==> src/rtl/reframer_pkg.sv <==
// Package: shared types and helper for the stream reframer.
// Assumes: nothing beyond IEEE 1800-2017.
package reframer_pkg;

    // Marker set produced by the framing counters, registered as one unit
    typedef struct packed {
        logic valid;
        logic sop;
        logic eop;
        logic sync;
    } frame_marks_t;

    // Counter width that is at least one bit for a modulus of one
    function automatic int cnt_width(input int modulus);
        return (modulus > 1) ? $clog2(modulus) : 1;
    endfunction

endpackage

==> src/rtl/frame_counter.sv <==
// Module: frame_counter
// Counts valid samples into blocks of BLK_LEN, and blocks into groups of
// BLKS_PER_SYNC. Emits registered sop/eop/sync markers together with a
// registered copy of the valid strobe, so all are one cycle after the input.
// Assumes: BLK_LEN >= 1, BLKS_PER_SYNC >= 1, no backpressure.
module frame_counter
    import reframer_pkg::*;
#(
    parameter int BLK_LEN       = 8,
    parameter int BLKS_PER_SYNC = 4
) (
    input  logic         clk,
    input  logic         rst_n,
    input  logic         vin,
    output frame_marks_t marks
);

    localparam int SW = cnt_width(BLK_LEN);
    localparam int BW = cnt_width(BLKS_PER_SYNC);

    logic samp_first;
    logic samp_last;
    logic blk_first;

    // Sample position inside the current block
    generate
        if (BLK_LEN == 1) begin : g_samp_single
            assign samp_first = 1'b1;
            assign samp_last  = 1'b1;
        end else begin : g_samp_cnt
            logic [SW-1:0] samp_q;

            // Advance the sample index on every valid input, wrap at the block end
            always_ff @(posedge clk) begin
                if (!rst_n) begin
                    samp_q <= '0;
                end else if (vin) begin
                    samp_q <= (samp_q == SW'(BLK_LEN - 1)) ? '0 : samp_q + 1'b1;
                end
            end

            assign samp_first = (samp_q == '0);
            assign samp_last  = (samp_q == SW'(BLK_LEN - 1));
        end
    endgenerate

    // Block position inside the current sync group
    generate
        if (BLKS_PER_SYNC == 1) begin : g_blk_single
            assign blk_first = 1'b1;
        end else begin : g_blk_cnt
            logic [BW-1:0] blk_q;

            // Advance the block index when the last sample of a block is taken
            always_ff @(posedge clk) begin
                if (!rst_n) begin
                    blk_q <= '0;
                end else if (vin && samp_last) begin
                    blk_q <= (blk_q == BW'(BLKS_PER_SYNC - 1)) ? '0 : blk_q + 1'b1;
                end
            end

            assign blk_first = (blk_q == '0);
        end
    endgenerate

    // Register the markers so they align with the registered data path
    always_ff @(posedge clk) begin
        if (!rst_n) begin
            marks <= '0;
        end else begin
            marks.valid <= vin;
            marks.sop   <= vin && samp_first;
            marks.eop   <= vin && samp_last;
            marks.sync  <= vin && samp_first && blk_first;
        end
    end

endmodule

==> src/rtl/bsn_fifo.sv <==
// Module: bsn_fifo
// Small FIFO in registers with a show-ahead output: the oldest entry is on
// `head` whenever `empty` is low. A push while full is dropped unless a pop
// happens in the same cycle. A pop while empty is ignored.
// Assumes: DEPTH >= 2.
module bsn_fifo
    import reframer_pkg::*;
#(
    parameter int DEPTH = 16,
    parameter int W     = 32
) (
    input  logic                        clk,
    input  logic                        rst_n,
    input  logic                        push,
    input  logic [W-1:0]                wdata,
    input  logic                        pop,
    output logic [W-1:0]                head,
    output logic                        empty,
    output logic [$clog2(DEPTH+1)-1:0]  level
);

    localparam int PW = cnt_width(DEPTH);
    localparam int CW = $clog2(DEPTH + 1);

    logic [W-1:0]  store [DEPTH];
    logic [PW-1:0] wr_ptr;
    logic [PW-1:0] rd_ptr;
    logic [CW-1:0] count;
    logic          pop_ok;
    logic          push_ok;

    // Qualify the requests against the occupancy
    always_comb begin
        pop_ok  = pop && (count != '0);
        push_ok = push && ((count != CW'(DEPTH)) || pop_ok);
    end

    // Storage words; each is written only when the write pointer selects it
    generate
        for (genvar i = 0; i < DEPTH; i++) begin : g_word
            // Capture the pushed value into this slot
            always_ff @(posedge clk) begin
                if (!rst_n) begin
                    store[i] <= '0;
                end else if (push_ok && (wr_ptr == PW'(i))) begin
                    store[i] <= wdata;
                end
            end
        end
    endgenerate

    // Pointers and occupancy
    always_ff @(posedge clk) begin
        if (!rst_n) begin
            wr_ptr <= '0;
            rd_ptr <= '0;
            count  <= '0;
        end else begin
            if (push_ok) begin
                wr_ptr <= (wr_ptr == PW'(DEPTH - 1)) ? '0 : wr_ptr + 1'b1;
            end
            if (pop_ok) begin
                rd_ptr <= (rd_ptr == PW'(DEPTH - 1)) ? '0 : rd_ptr + 1'b1;
            end
            case ({push_ok, pop_ok})
                2'b10:   count <= count + 1'b1;
                2'b01:   count <= count - 1'b1;
                default: count <= count;
            endcase
        end
    end

    assign head  = store[rd_ptr];
    assign empty = (count == '0);
    assign level = count;

endmodule

==> src/rtl/bsn_attach.sv <==
// Module: bsn_attach
// Places the restored sequence number on the output during a sync cycle and
// requests the pop. If the FIFO is empty at a sync, repeats the last value
// taken and sets a sticky underflow flag.
// Assumes: `sync` is a registered output marker, `head` is show-ahead.
module bsn_attach #(
    parameter int W = 32
) (
    input  logic         clk,
    input  logic         rst_n,
    input  logic         sync,
    input  logic         empty,
    input  logic [W-1:0] head,
    output logic         pop,
    output logic [W-1:0] bsn,
    output logic         underflow
);

    logic [W-1:0] held_q;

    // Select the value presented on the output field
    always_comb begin
        pop = sync;
        if (!sync) begin
            bsn = '0;
        end else if (empty) begin
            bsn = held_q;
        end else begin
            bsn = head;
        end
    end

    // Remember the last value taken and record an empty-queue sync
    always_ff @(posedge clk) begin
        if (!rst_n) begin
            held_q    <= '0;
            underflow <= 1'b0;
        end else if (sync) begin
            if (empty) begin
                underflow <= 1'b1;
            end else begin
                held_q <= head;
            end
        end
    end

endmodule

==> src/rtl/stream_reframer.sv <==
// Module: stream_reframer (top)
// Rebuilds sop/eop/sync framing on a returning stream of valid samples and
// restores, on each output sync, the sequence number captured at an input
// sync. Data and valid pass through one register stage.
// Assumes: no backpressure; input and output syncs pair up in order.
module stream_reframer
    import reframer_pkg::*;
#(
    parameter int DATA_W        = 32,
    parameter int BSN_W         = 48,
    parameter int BLK_LEN       = 8,
    parameter int BLKS_PER_SYNC = 4,
    parameter int FIFO_DEPTH    = 16
) (
    input  logic              clk,
    input  logic              rst_n,
    input  logic              in_sync,
    input  logic [BSN_W-1:0]  in_bsn,
    input  logic              ret_valid,
    input  logic [DATA_W-1:0] ret_data,
    output logic              out_valid,
    output logic [DATA_W-1:0] out_data,
    output logic              out_sop,
    output logic              out_eop,
    output logic              out_sync,
    output logic [BSN_W-1:0]  out_bsn,
    output logic              bsn_underflow
);

    localparam int LW = $clog2(FIFO_DEPTH + 1);

    frame_marks_t      marks;
    logic [BSN_W-1:0]  fifo_head;
    logic              fifo_empty;
    logic              fifo_pop;
    logic [LW-1:0]     fifo_level;
    logic [DATA_W-1:0] data_q;

    frame_counter #(
        .BLK_LEN       (BLK_LEN),
        .BLKS_PER_SYNC (BLKS_PER_SYNC)
    ) u_count (
        .clk   (clk),
        .rst_n (rst_n),
        .vin   (ret_valid),
        .marks (marks)
    );

    bsn_fifo #(
        .DEPTH (FIFO_DEPTH),
        .W     (BSN_W)
    ) u_fifo (
        .clk   (clk),
        .rst_n (rst_n),
        .push  (in_sync),
        .wdata (in_bsn),
        .pop   (fifo_pop),
        .head  (fifo_head),
        .empty (fifo_empty),
        .level (fifo_level)
    );

    bsn_attach #(
        .W (BSN_W)
    ) u_attach (
        .clk       (clk),
        .rst_n     (rst_n),
        .sync      (marks.sync),
        .empty     (fifo_empty),
        .head      (fifo_head),
        .pop       (fifo_pop),
        .bsn       (out_bsn),
        .underflow (bsn_underflow)
    );

    // One-stage data pipeline aligned with the registered markers
    always_ff @(posedge clk) begin
        if (!rst_n) begin
            data_q <= '0;
        end else begin
            data_q <= ret_data;
        end
    end

    assign out_valid = marks.valid;
    assign out_data  = data_q;
    assign out_sop   = marks.sop;
    assign out_eop   = marks.eop;
    assign out_sync  = marks.sync;

endmodule

==> config.mk <==
export PLATFORM = sky130hd
export DESIGN_NAME = stream_reframer
export DESIGN_NICKNAME = d
export VERILOG_FILES = /design/src/rtl/reframer_pkg.sv /design/src/rtl/frame_counter.sv /design/src/rtl/bsn_fifo.sv /design/src/rtl/bsn_attach.sv /design/src/rtl/stream_reframer.sv
export SDC_FILE = /design/constraint.sdc
export NUM_CORES = 1
export LEC_CHECK = 0
export BUFFER_PORTS_ARGS = -buffer_cell sky130_fd_sc_hd__buf_4
export CORE_MARGIN = 4
export CORE_UTILIZATION = 60
export CTS_CLUSTER_SIZE = 20
export DETAILED_ROUTE_END_ITERATION = 10
export GPL_TIMING_DRIVEN = 0
export HOLD_SLACK_MARGIN = 0.06
export PLACE_DENSITY = 0.87
export SLEW_MARGIN = 0
export SYNTH_ARGS = -nofsm -noshare
export SYNTH_HDL_FRONTEND = slang
export SYNTH_SLANG_ARGS = --single-unit
export TNS_END_PERCENT = 50
==> constraint.sdc <==
create_clock -name clk -period 6.6 [get_ports clk]
set_input_delay 0.33 -clock clk [delete_from_list [all_inputs] [get_ports clk]]
set_output_delay 0.33 -clock clk [all_outputs]
set_load 0.05 [all_outputs]
Word level (Yosys, flattened, before mapping). Memory sizes are Yosys's and may differ from the RTL's. A register that Yosys moved wholly into a read port is not among the register bits. Cells that the tools add are included.

Bits in registers: 103. Bits in latches: 0. RAM bits: 768. ROM bits: 0. Input port bits: 84. Output and inout bits: 85. Logic and storage cells: 159. Memories kept: 1.

Add/subtract/negate cells: 6. Multiply operators: 0. Divide/modulo/power cells: 0. Order comparisons: 0. Eq/ne operators: 21. Shift-type cells: 0. Multiplexer cells: 74. Bitwise operators: 16. Reduce and logical (&&, ||, !) cells: 29.

Memory list: u_fifo.store (words 16, width 48, read ports 1, clocked after memory_dff 1, write ports 16, RTL line bsn_fifo.sv:25) `logic [W-1:0] store [DEPTH];`.

Operators with widths (number): two-way mux 48 bit (18); two-way mux 1 bit (49); equality test 4 bit, second input constant (9); logical AND 1 bit (21); equality test 4 x 3 -> 1 bit, second input constant (4); two-way mux 4 bit (4); bitwise OR 1 bit (16); one-hot mux 5 bit (2 select lines) (1); adder 4 x 1 -> 4 bit, second input constant (2); equality test 4 x 2 -> 1 bit, second input constant (2); adder 5 x 1 -> 5 bit, second input constant (1); logical NOT 5 bit (1); inequality test 5 bit, second input constant (1); nonzero test 5 bit (1); subtractor 5 x 1 -> 5 bit, second input constant (1); equality test 2 bit, second input constant (2); equality test 4 x 1 -> 1 bit, second input constant (1); logical NOT 4 bit (1); adder 3 x 1 -> 3 bit, second input constant (1); equality test 3 bit, second input constant (1); logical NOT 3 bit (1); two-way mux 3 bit (1); adder 2 x 1 -> 2 bit, second input constant (1); equality test 2 x 1 -> 1 bit, second input constant (1); 5 further kinds (5).

Depth between registers and ports, before layout. Gate-level depths: netlist of run 1.

Depth in word-level cells: 9. Mapped depth: 11. Mapped depth without buffers: 10.

Hierarchy. From an unflattened synthesis of run 1, not the netlist that was laid out.

Cell total of the unflattened synthesis: 2642. Area total of the unflattened synthesis: 39282.7 µm².

By module, submodules not included: bsn_fifo (times used 1, cells each 2217, area each 35190.0 µm², sequential area each 23402.4 µm²); bsn_attach (times used 1, cells each 321, area each 2805.2 µm², sequential area each 980.9 µm²); stream_reframer (times used 1, cells each 67, area each 895.9 µm², sequential area each 640.6 µm²); frame_counter (times used 1, cells each 37, area each 391.6 µm², sequential area each 180.2 µm²).

Worst setup path before layout of run 1. Ideal clock, no wire load.

Kind: reg2reg. Start point: register, netlist name u_count.marks[0]. End point: memory u_fifo.store[15][0] in the netlist's numbering, enable pin. Setup time: 0.525 ns. Data arrival time: 4.736 ns. Required time: 6.075 ns. Slack: 1.339 ns. Cell stages (with the launch flop): 6. Buffers on the path: 1. Clock period less this slack: 5.261 ns. Cell sequence: dfxtp_1 > nand2b_1 > or2_1 > buf_6 > nand3_4 > o21ai_0.

RTL lines (RTL line): end, declared (bsn_fifo.sv:25).

==> results.py, run 1 <==
metrics = {
    "setup_path": {
        "arrival_ns": 4.35,
        "crit_required_ns": 6.27,
        "cp_max_fo": 10,
        "start_kind": "flip-flop",
        "worstSetupPathType": "flip-flop to primary output",
        "cp-end-kind": "primary output",
    },
    "cts": {
        "clkTransAtPathRegs_ns": 0.06,
        "insertion_delay_ns": 0.65,
        "cts.htree.levels": 3,
        "numCtsBuffers": 86,
        "cts_buffer_depth": 3,
        "clockRootBuffer": "clkbuf_16",
        "cts_tree": "done",
        "clkSinkCount": 875,
    },
    "floorplan": {
        "initial_core_util_pct": 60.4,
        "placementRows": 93,
        "die_height_um": 263,
        "boundaryPins": 169,
        "dieArea_um2": 68900,
        "design.core.area_um2": 64300,
        "fp.dieW_um": 263,
    },
    "detailed_routing": {
        "drt-initial-drc-count": 3592,
        "avgRoutedWirePerCell_um": 30.0,
        "via_per_inst": 6.63,
        "drc_errors": 0,
        "drt-total-wl_um": 115000,
        "routed-via-count": 25300,
        "firstDrtPassIters": 6,
        "ant_nets": 0,
    },
    "cells_and_area": {
        "stdcell_count": 3824,
        "fin_area_um2": 45700,
        "nFillCells": 3765,
        "fin_nets": 2991,
        "drive_above_1_share_pct": 21.1,
        "area_growth_pct": 17.5,
    },
    "sta": {
        "setup_tns_ns": 0,
        "slew_headroom_pct": 14.8,
        "report.final.slew_viol_count": 0,
        "fin_crit_sh_pct": 70.9,
        "rsz0062_at_grt": "false",
        "fin_ws_ns": 1.92,
        "period_needed_ns": 4.68,
        "finalHoldViolations": 0,
        "max_freq_mhz": 214,
        "tightest_slew_ns": 1.28,
        "finalSetupViolations": 0,
        "skew_ns": 0.0219,
    },
    "yosys": {
        "synth.avg_cell_area_um2": 15.4,
        "synth_warnings": 0,
        "syn_nets": 2625,
        "synth_flop_cell": "edfxtp_1",
        "async_reset_ff_share_pct": 0,
        "synth_edf_count": 768,
        "synth_area_um2": 38900,
        "ys_ff_latch": 875,
        "yosysSeqAreaShare_pct": 64.8,
        "ys_types": 42,
        "syn_inst": 2527,
    },
    "power": {
        "cellLeakagePower_nw": 17.0,
        "ir_drop_v": 0.000221,
        "powerDensity_nw_per_um2": 265,
    },
    "global_routing": {
        "grt_pass1_wl_um": 168000,
        "grt_pass1_vias": 26700,
        "grt_max_degree": 24,
        "grt.total_usage_pct": 33.0,
        "grt-ovfl-total": 0,
        "antenna_found_initial": 2,
    },
    "place": {
        "place_hpwl_um": 72400,
        "port_buffers": 166,
        "post-place-ws_ns": 2.79,
        "gp_congestion": 0.908,
        "place_inst": 3582,
        "placed_cell_area_um2": 42200,
    },
    "outcome": {
        "status": "finished, final reports clean",
    },
    "worst_hold_path": {
        "hp-class": "input port to flip-flop",
    },
    "job": {
        "drv_cap": 0,
    },
}
-- layout make-up --
cell class | instances | area (µm²) | area share (%)
clock buffer | 130 | 2480 | 5.44
antenna | 3 | 7.51 | 0.0164
tap | 855 | 1070 | 2.34
buffer | 224 | 1180 | 2.58
multi-input combinational | 1418 | 12600 | 27.7
timing repair buffer | 278 | 2840 | 6.22
sequential | 875 | 25200 | 55.2
clock inverter | 31 | 219 | 0.479
inverter | 10 | 37.5 | 0.0822
-- cell usage in the layout, fill, tap and decap left out, drive strengths merged, types with 21 or more instances in the layout --
cell and n:
and2 803, clkinv 26, buf 291, mux2i 100, mux4 192, dfxtp 107
nand2 59, a21o 49, o22ai 49, clkbuf 263, o21ai 21, edfxtp 768
dlygate4sd3 78, nor2 30, o221ai 48
-- where the power goes --
group          internal (mW)  total, mW  switching [mW]  leakage, nW
registers               6.25       6.33          0.0848         8.83
logic                  0.363      0.997           0.634         6.85
clock network           2.68       4.79            2.11         1.33
total                   9.29       12.1            2.83         17.0
-- state kept, by name, summed over array words and instances (netlist names), named ones only --
register / count
u_fifo.store: 768
u_attach.held_q: 48
out_data: 32
u_fifo.level: 5
u_count.marks: 4
u_fifo.rd_ptr: 4
u_fifo.wr_ptr: 4
u_count.g_samp_cnt.samp_q: 3
u_count.g_blk_cnt.blk_q: 2
u_attach.underflow: 1
-- path summary, 6_finish.rpt --
check	from	to	slack (ns)	cells after the start
worst max-delay path	flip-flop	out_bsn[7]	1.92	6
worst min-delay path	in_bsn[40]	u_fifo.store[0][40]	0.09	2
worst max register to register	flip-flop	u_attach.held_q[7]	3.10	6
worst min register to register	u_attach.held_q[34]	u_attach.held_q[34]	0.45	1
-- what timing repair did --
item | in CTS | in global routing
resized for setup | 0 | 0
hold buffers | 78 | 0
endpoints found under the hold margin | 295 | 0
buffers inserted | 0 | 0
-- cell families after synthesis --
kind of cell,count (synthesis),synth area share [%]
buffers and inverters,234,3.12
muxes,292,13.7
and+or+nand+nor,925,14.4
adders and majority gates,14,0.470
AOI/OAI and AO/OA,181,3.33
xor gates and xnor gates,6,0.135
DFF,875,64.8
-- cells in the mapped netlist, types with 2 or more instances --
cell | n | share of area, %
nand2_1 | 59 | 0.57
buf_6 | 34 | 0.99
mux4_2 | 192 | 11
nand3_4 | 3 | 0.14
o21a_1 | 2 | 0.039
nand3_1 | 6 | 0.077
or3_1 | 2 | 0.032
clkbuf_1 | 133 | 1.3
nor3_1 | 4 | 0.052
nor3b_1 | 2 | 0.039
nand2b_1 | 5 | 0.080
edfxtp_1 | 768 | 59
inv_1 | 10 | 0.097
ha_1 | 13 | 0.42
buf_4 | 5 | 0.097
a21o_1 | 49 | 0.95
nor2_1 | 30 | 0.29
mux2i_1 | 100 | 2.6
buf_1 | 3 | 0.029
xnor2_1 | 4 | 0.090
a21oi_1 | 8 | 0.10
and2_1 | 803 | 13
buf_2 | 49 | 0.63
or2_2 | 4 | 0.064
o221ai_1 | 48 | 1.1
dfxtp_1 | 107 | 5.5
o22ai_1 | 49 | 0.79
xor2_1 | 2 | 0.045
o21ai_0 | 20 | 0.26
-- worst max-delay path, cell delays in order (launching register included) --
cell and delay, ns:
dfxtp_1 0.31, clkbuf_1 0.58, clkbuf_1 0.71, clkbuf_1 0.89, mux2i_1 0.39, o221ai_1 0.51
buf_4 0.29
-- layer usage --
| metal | global-route usage (%) | part of all wire (%) | wire length (µm) |
|---|---|---|---|
| met5 | 0 | 0.011 | 13 |
| met4 | 17.3 | 6.4 | 7320 |
| met3 | 9.17 | 13 | 14600 |
| met2 | 54.4 | 48 | 55600 |
| met1 | 40.2 | 32 | 37200 |
-- through the flow --
stage	hold WS, ns	utilization [%]	total power, mW
finish	0.0861	71.0	12.1
CTS	0.0632	71.0	12.1
detailed placement	0.439	65.6	7.36
global placement	0.432	64.0	7.28
floorplan	0.426	-	6.94
global route	0.0839	71.0	12.4
Note: power is estimated with default switching activity, not from simulation.
==> inputs of run 2 (changes only) <==
- clock period: 6.6 -> 4.8 ns (I/O delays scaled with it)
==> run 2 against run 1 <==
  * Critical path depth unchanged
  * Register-to-register slack worse by 1.8 ns
  * Utilization rose by 0.45 points
  * Routed wire length increased by 1.9%
  * Via count is 0.87% higher
  * Clock-buffer cell count shrank 20
  * Sequential power is 38% higher
  * Combinational power up 37%
  * Setup slack worse by 1.7 ns
  * Global-route usage is 0.62 points higher
  * Sequential share of layout area decreased by 0.35 points
  * Largest cell class unchanged
==> results.py, run 2 (synthesized netlist as in run 1, its figures left out) <==
metrics = {
    "outcome": {
        "status": "finished, final reports clean",
    },
    "floorplan": {
        "dieArea_um2": 68900,
        "die_height_um": 263,
        "design.core.area_um2": 64300,
        "initial_core_util_pct": 60.4,
        "fp.dieW_um": 263,
        "placementRows": 93,
        "boundaryPins": 169,
    },
    "detailed_routing": {
        "firstDrtPassIters": 9,
        "drt-total-wl_um": 117000,
        "drc_errors": 0,
        "routed-via-count": 25600,
        "via_per_inst": 6.67,
        "avgRoutedWirePerCell_um": 30.5,
        "ant_nets": 0,
        "drt-initial-drc-count": 3941,
    },
    "job": {
        "drv_cap": 0,
    },
    "cts": {
        "ctsHoldBuffers": 81,
        "cts_tree": "done",
        "post_cts_buffers": 0,
        "numCtsBuffers": 88,
        "cts_resized": 0,
        "clockRootBuffer": "clkbuf_16",
        "clkSinkCount": 875,
        "cts_buffer_depth": 3,
        "cts.htree.levels": 3,
        "clkTransAtPathRegs_ns": 0.07,
        "insertion_delay_ns": 0.65,
    },
    "sta": {
        "slew_headroom_pct": 17.0,
        "timing.hold.ws_ns": 0.0886,
        "skew_ns": 0.0274,
        "max_freq_mhz": 218,
        "finalSetupViolations": 0,
        "report.final.slew_viol_count": 0,
        "fin_crit_sh_pct": 95.6,
        "finalHoldViolations": 0,
        "period_needed_ns": 4.59,
        "rsz0062_at_grt": "false",
        "tightest_slew_ns": 1.24,
    },
    "place": {
        "place_hpwl_um": 72200,
        "gp_congestion": 0.902,
        "port_buffers": 166,
    },
    "power": {
        "ir_drop_v": 0.000387,
        "p_total_mw": 17.3,
        "cellLeakagePower_nw": 17.1,
        "powerDensity_nw_per_um2": 377,
    },
    "setup_path": {
        "crit_required_ns": 4.56,
        "max_stage_delay_ns": 0.95,
        "path_buf_inv": 4,
        "arrival_ns": 4.35,
        "start_kind": "flip-flop",
        "cp-end-kind": "primary output",
        "path_delay_family": "buffers and inverters",
        "cp_slowest_cell": "clkbuf_1",
        "path_cells": "clkbuf_1 -> clkbuf_1 -> clkbuf_1 -> mux2i_1 -> o221ai_1 -> buf_4",
        "critPathMostFrequentCell": "clkbuf_1",
        "cp_max_fo": 10,
        "worstSetupPathType": "flip-flop to primary output",
    },
    "global_routing": {
        "grt_pass1_wl_um": 171000,
        "grt_max_degree": 24,
        "grt_pass1_vias": 27000,
        "grt-ovfl-total": 0,
        "antenna_found_initial": 9,
        "grt.total_usage_pct": 33.6,
    },
    "worst_hold_path": {
        "hp-class": "input port to flip-flop",
    },
    "cells_and_area": {
        "area_growth_pct": 18.2,
        "fin_nets": 2995,
        "regMostFlops": "u_fifo.store",
        "mostFrequentLayoutCells": "803 x and2_1, 768 x edfxtp_1, 192 x mux4_2, 171 x buf_4, 147 x clkbuf_1",
        "largest_register_ffs": 768,
        "mostFrequentLayoutCell": "and2_1",
        "drive_above_1_share_pct": 21.6,
    },
}
## run 2: where the power goes
part           switching, mW  internal (mW)
Sequential             0.120           8.59
Clock                   2.98           4.26
Combinational          0.874          0.494
Total                   3.98           13.3
## run 2: cell type report
type / instances / area [µm²]
Tap cell: 855 / 1070
Multi-Input combinational cell: 1418 / 12600
Clock inverter: 53 / 631
Inverter: 10 / 37.5
Timing Repair Buffer: 280 / 2790
Clock buffer: 110 / 2400
Antenna cell: 8 / 20.0
Fill cell: 3723 / 18400
Sequential cell: 875 / 25200
Buffer: 224 / 1180
## run 2: worst paths after layout
path,slack [ns],endpoint,depth (start not counted),from
setup / recovery,0.21,out_bsn[7],6,flip-flop
hold / removal,0.09,u_fifo.wr_ptr[1],3,in_sync
setup reg to reg,1.32,u_attach.held_q[7],6,flip-flop
hold reg to reg,0.46,u_attach.held_q[27],1,u_attach.held_q[27]
## run 2: worst min-delay path, stage by stage
cell and delay, ns:
buf_2 0.21, nand3_1 0.15, a21oi_1 0.07
## run 2: through the flow
step | cells | cell area, µm² | utilization, % | worst slack, ns | setup TNS [ns]
5_1_grt | 3828 | 45900 | 71.4 | 0.246 | 0
2_1_floorplan | 2527 | 38900 | - | -0.381 | -219.38
4_1_cts | 3825 | 45900 | 71.4 | 0.258 | 0
3_3_place_gp | 3548 | 41200 | 64.0 | -4.28 | -2652.16
3_5_place_dp | 3581 | 42100 | 65.4 | 1.08 | 0
6_report | 3833 | 46000 | 71.4 | 0.210 | 0
## run 2: layer usage
| metal | GRT usage, % | part of all wire (%) | vias to the layer above |
|---|---|---|---|
| met3 | 9.03 | 13 | 577 |
| met4 | 19.2 | 6.8 | 4 |
| li1 | - | - | 10100 |
| met1 | 41.2 | 32 | 12600 |
| met2 | 54.5 | 48 | 2333 |
| met5 | 0 | 0.021 | - |
